$ cat src/rtl/dual_wiper_ctl.sv
module dual_wiper_ctl #(
  parameter int WIDTH      = 5,
  parameter int HOLD_LIMIT = 65536
) (
  input  logic                    clk,
  input  logic                    rst_n,
  input  logic                    req_valid,
  input  logic [1:0]              req_op,
  input  logic [WIDTH-1:0]        req_data,
  input  logic                    req_left,
  input  logic                    req_right,
  input  logic                    req_zd,
  input  logic                    zc_left,
  input  logic                    zc_right,
  output logic [(1<<WIDTH)-1:0]   tap_left,
  output logic [(1<<WIDTH)-1:0]   tap_right,
  output logic [WIDTH-1:0]        rd_left,
  output logic [WIDTH-1:0]        rd_right
);

  localparam int TAPS = 1 << WIDTH;
  localparam int CW   = (HOLD_LIMIT > 1) ? $clog2(HOLD_LIMIT) : 1;
  localparam logic [WIDTH-1:0] TOP  = '1;
  localparam logic [CW-1:0]    LAST = CW'(HOLD_LIMIT - 1);

  logic [TAPS-1:0]  tap_vec [2];
  logic [WIDTH-1:0] rd_vec  [2];

  for (genvar c = 0; c < 2; c++) begin : g_ch
    logic             sel, zc, hit;
    logic [WIDTH-1:0] tgt, app, nxt;
    logic             pend;
    logic [CW-1:0]    cnt;

    assign sel = (c == 0) ? req_left : req_right;
    assign zc  = (c == 0) ? zc_left  : zc_right;
    assign hit = req_valid && sel && (req_op != 2'b11);

    always_comb begin
      case (req_op)
        2'b00:   nxt = req_data;
        2'b01:   nxt = (tgt == TOP)   ? tgt : tgt + 1'b1;
        2'b10:   nxt = (tgt == '0)    ? tgt : tgt - 1'b1;
        default: nxt = tgt;
      endcase
    end

    always_ff @(posedge clk or negedge rst_n) begin
      if (!rst_n) begin
        tgt  <= '0;
        app  <= '0;
        pend <= 1'b0;
        cnt  <= '0;
      end else if (hit) begin
        tgt <= nxt;
        cnt <= '0;
        if (!req_zd || nxt == app) begin
          app  <= nxt;
          pend <= 1'b0;
        end else begin
          pend <= 1'b1;
        end
      end else if (pend) begin
        if (zc || cnt == LAST) begin
          app  <= tgt;
          pend <= 1'b0;
        end else begin
          cnt <= cnt + 1'b1;
        end
      end
    end

    assign tap_vec[c] = {{(TAPS-1){1'b0}}, 1'b1} << app;
    assign rd_vec[c]  = tgt;
  end

  assign tap_left  = tap_vec[0];
  assign tap_right = tap_vec[1];
  assign rd_left   = rd_vec[0];
  assign rd_right  = rd_vec[1];

endmodule

$ cat config.mk
export PLATFORM = sky130hd
export DESIGN_NAME = dual_wiper_ctl
export DESIGN_NICKNAME = d
export VERILOG_FILES = /design/src/rtl/dual_wiper_ctl.sv
export SDC_FILE = /design/constraint.sdc
export NUM_CORES = 1
export LEC_CHECK = 0
export ABC_AREA = 1
export BUFFER_PORTS_ARGS = -buffer_cell sky130_fd_sc_hd__buf_2
export CELL_PAD_IN_SITES_DETAIL_PLACEMENT = 1
export CELL_PAD_IN_SITES_GLOBAL_PLACEMENT = 2
export CORE_AREA = 5 5 164 103
export CTS_BUF_LIST = sky130_fd_sc_hd__clkbuf_4 sky130_fd_sc_hd__clkbuf_8 sky130_fd_sc_hd__clkbuf_16
export DETAILED_ROUTE_END_ITERATION = 12
export DIE_AREA = 0 0 169 108
export PLACE_DENSITY_LB_ADDON = 0.1
export RECOVER_POWER = 25
export SYNTH_ARGS = -nofsm -noshare
export SYNTH_HDL_FRONTEND = slang
export SYNTH_SLANG_ARGS = --single-unit
$ cat constraint.sdc
create_clock -name clk -period 2.03 [get_ports clk]
set_clock_uncertainty 0.1 [all_clocks]
set_input_delay 0.3045 -clock clk [delete_from_list [all_inputs] [get_ports clk]]
set_output_delay 0.3045 -clock clk [all_outputs]
set_load 0.01 [all_outputs]
==> metrics.txt <==
CP most frequent cell=nand2_2; worst path cell trace=ha_4, nand4_1, buf_4, nand2_2, nand3_2, nand3_2, nand2_1, nand2_1, nand2_1, nand2_2, o21ai_4, nand2_4, nand2_4, nand2_2, nand2_2; placed insts=970; Worst path top cell family by delay=simple AND/OR/NAND/NOR gates; layout cells sized above 1=about two fifths; placer congestion estimate=0.859; global-route wire length before repair=25900 um; hpwl dp=12400 um; Post-Layout Cell Count=999; Max Buffers Root-to-Sink=2; die height=~110 um; Syn Nets=629; min-delay src=zc_left; initial core utilization=26.6%; Core ar.=15100 sq um; failing checks=negative setup slack; Crit Path Class=flop to flop; Critical Path RT=between 2 and 2.5 ns; Hold EP=g_ch[0].cnt[15]$_DFFE_PN0P_; outcome=finished with violations; DRT antenna net count=0; clock root cell=clkbuf_16; worst path bufs/invs=1; Pleak=just under 3 nW; warnings from Yosys=0; vias per inst=4.83; initial antenna violation count=0; Slew @ Worst Pin=0.789 ns; Worst slew margin=a little under half; Switching Fraction=about 44%; Residual DRC=0; Avg Cell Area, Syn=roughly 6.6 sq um; # rows=35; reg2reg end=g_ch[1].app[0]$_DFFE_PN0P_; clock share of power=17.2%; sequential area share after synthesis=33.6%; Final Power=0.00497 W; gr usage total=between 10% and 20%; internal power=0.00278 W; Comb power frac=54.3%; Worst Setup SP=rd_right[0]$_DFFE_PN0P_; pin count of the biggest net entering global routing=55; final net count=817; Reg-to-Reg Start=rd_right[0]$_DFFE_PN0P_; Routed WL per cell=15.8 um; max-slew violations=0; # diodes=0; Yosys reg bits=54; Mapped Area=4020 sq um; post-layout min period=2.14 ns; Final Cycle Share=106%; post-synth cell types=37; DR vias=around 4800; area growth from synthesis to final layout=49.8%; RSZ-0062 raised after global routing=yes; vias in the first global route=4925; cell count of the worst hold path=5; min-delay worst type=primary input to flop; Worst Path Max Fanout=6; final-report setup violation count=11; critical path arrival=around 2.3 ns; Final Instance Area=6020 sq um; DR iter-0 viols=221; CTS tree=built; CP startpoint kind=flop; Critical Path Max Stage Delay=0.45 ns; Skew-Pair Late Insertion Delay=about 0.3 ns; Max VDD drop=0.286 mV; CTS sink count=54; Psw=0.00219 W; Critical-path top delay cell=dfrtp_2; clock-pin transition on the worst setup and hold timing paths=about 0.08 ns; MaxCap Viol Count=0; CTS H-tree depth=2; IO Count=89; f_max=0.466 GHz; number of port buffers=88; DP Area=5330 sq um; total gr overflow=0; P per Cell Area=826 nW/um^2; Syn Inst Count=roughly 610; final hold vios=0; TritonRoute pass-1 iters=4; wirelength, routed=15800 um; Final WS setup=-0.115 ns; sequential fraction of design power=28.5%; die footprint=between 15000 and 20000 sq um; Critical Path Sink Type=flop; Reg2Reg Depth=15; Die Wd=169 um; number of CTS-inserted buffers=5; register-to-register setup slack=-0.11 ns
[what timing repair did]
| item | CTS | global route |
|---|---|---|
| gates resized for setup | 50 | 50 |
| pin swaps | 22 | 24 |
| hold endpoints to repair | 54 | 0 |
| hold buffers | 1 | 0 |
| endpoints found under the setup margin | 26 | 55 |
| buffers inserted | 8 | 15 |
[cell families (layout without fill, tap and decap cells)]
family                     count (synthesis)  in the layout  synth area share (%)
AOI/OAI and AO/OA                         63             63                  8.90
xor gates and xnor gates                   9              9                  1.96
adders and majority gates                  6              6                  1.87
buffers and inverters                     90            278                  8.78
DFF                                       54             54                  33.6
and+or+nand+nor                          386            386                  44.9
[flip-flops by register name (all words and copies together) (netlist names)]
name	cells
g_ch.cnt	32
rd_right	5
g_ch.pend	2
g_ch.app	10
rd_left	5
[power groups by stage]
stage | combinational (W) | clock (W) | sequential, W
after floorplan | 0.00128 | 0 | 0.00137
after global placement | 0.00226 | 0 | 0.00141
after detailed placement | 0.00231 | 0 | 0.00142
after CTS | 0.00249 | 0.000900 | 0.00142
after global routing | 0.00298 | 0.000936 | 0.00144
final | 0.00270 | 0.000858 | 0.00142
[synth_stat cells]
library cell / n / area (sq um)
nand2_1: 128 / 480
nor2_1: 85 / 319
nand3_1: 75 / 375
dfrtp_1: 54 / 1350
inv_1: 54 / 203
nand4_1: 45 / 282
nor3_1: 29 / 145
o21ai_0: 25 / 125
a21oi_1: 22 / 110
clkbuf_1: 16 / 60.1
clkinv_1: 8 / 30.0
nor2_2: 8 / 50.1
buf_2: 6 / 30.0
ha_1: 6 / 75.1
o31ai_1: 6 / 45.0
inv_2: 5 / 18.8
nand2_2: 5 / 31.3
xor2_1: 5 / 43.8
xnor2_1: 4 / 35.0
nand2_4: 2 / 22.5
nor2_4: 2 / 22.5
nor3_2: 2 / 20.0
o21ai_1: 2 / 10.0
a22oi_1: 1 / 7.51
a31oi_1: 1 / 6.26
a41oi_1: 1 / 8.76
buf_6: 1 / 11.3
nand3_2: 1 / 10.0
nand4_2: 1 / 12.5
nor2_8: 1 / 20.0
nor3b_1: 1 / 7.51
nor4_1: 1 / 6.26
o211a_1: 1 / 10.0
o21a_1: 1 / 7.51
o21ai_2: 1 / 8.76
o21bai_1: 1 / 7.51
o21bai_2: 1 / 11.3
[tightest hold or removal path, cell delays in order]
cell and delay [ns]:
buf_2 0.08, o21bai_2 0.13, nor2_4 0.07, nand3_1 0.09, nand2_1 0.05
[per-stage QoR]
step / TNS [ns] / util [%] / setup WS [ns] / hold WS (ns)
finish: -0.950 / 39.9 / -0.115 / 0.352
global route: -3.05 / 39.9 / -0.281 / 0.379
CTS: -0.897 / 37.9 / -0.134 / 0.377
detailed placement: -3.30 / 35.3 / -0.285 / 0.242
global placement: -1.82 / 35.3 / -0.268 / 0.229
floorplan: 0 / - / 0.00531 / -0.0911
[final cells by class]
cell class	instances	area (sq um)
Sequential cell	54	1360
Clock buffer	5	125
Clock inverter	2	15.0
Fill cell	1968	9090
Inverter	67	255
Multi-Input combinational cell	464	2680
Timing Repair Buffer	204	1340
Tap cell	203	254
[cell usage in the layout (no fill, tap or decap), drive strengths merged, types with 8 or more instances in the layout]
cell and n:
nand3 76, o21ai 28, a21oi 22, buf 202
nor2 96, clkinv 8, nor3 31, dfrtp 54
nand2 135, inv 58, nand4 46
[worst max-delay path by stage]
stage	endpoint	slack, ns	depth (start not counted)
6_report	g_ch[1].app[0]$_DFFE_PN0P_	-0.11	15
5_1_grt	g_ch[1].app[0]$_DFFE_PN0P_	-0.28	15
4_1_cts	g_ch[1].app[0]$_DFFE_PN0P_	-0.13	15
3_5_place_dp	g_ch[1].app[0]$_DFFE_PN0P_	-0.29	14
3_3_place_gp	g_ch[1].app[0]$_DFFE_PN0P_	-0.27	14
2_1_floorplan	g_ch[1].app[0]$_DFFE_PN0P_	0.005	13
[routing by layer]
layer  GRT usage [%]  up-vias  routed length, um
li1                -     2418                  -
met1            26.5     2327               8350
met2            26.4       78               6790
met3            2.16        7                597
met4            2.35        0                 70
met5               0        -                  0
Power figures use the tool's default switching activity.
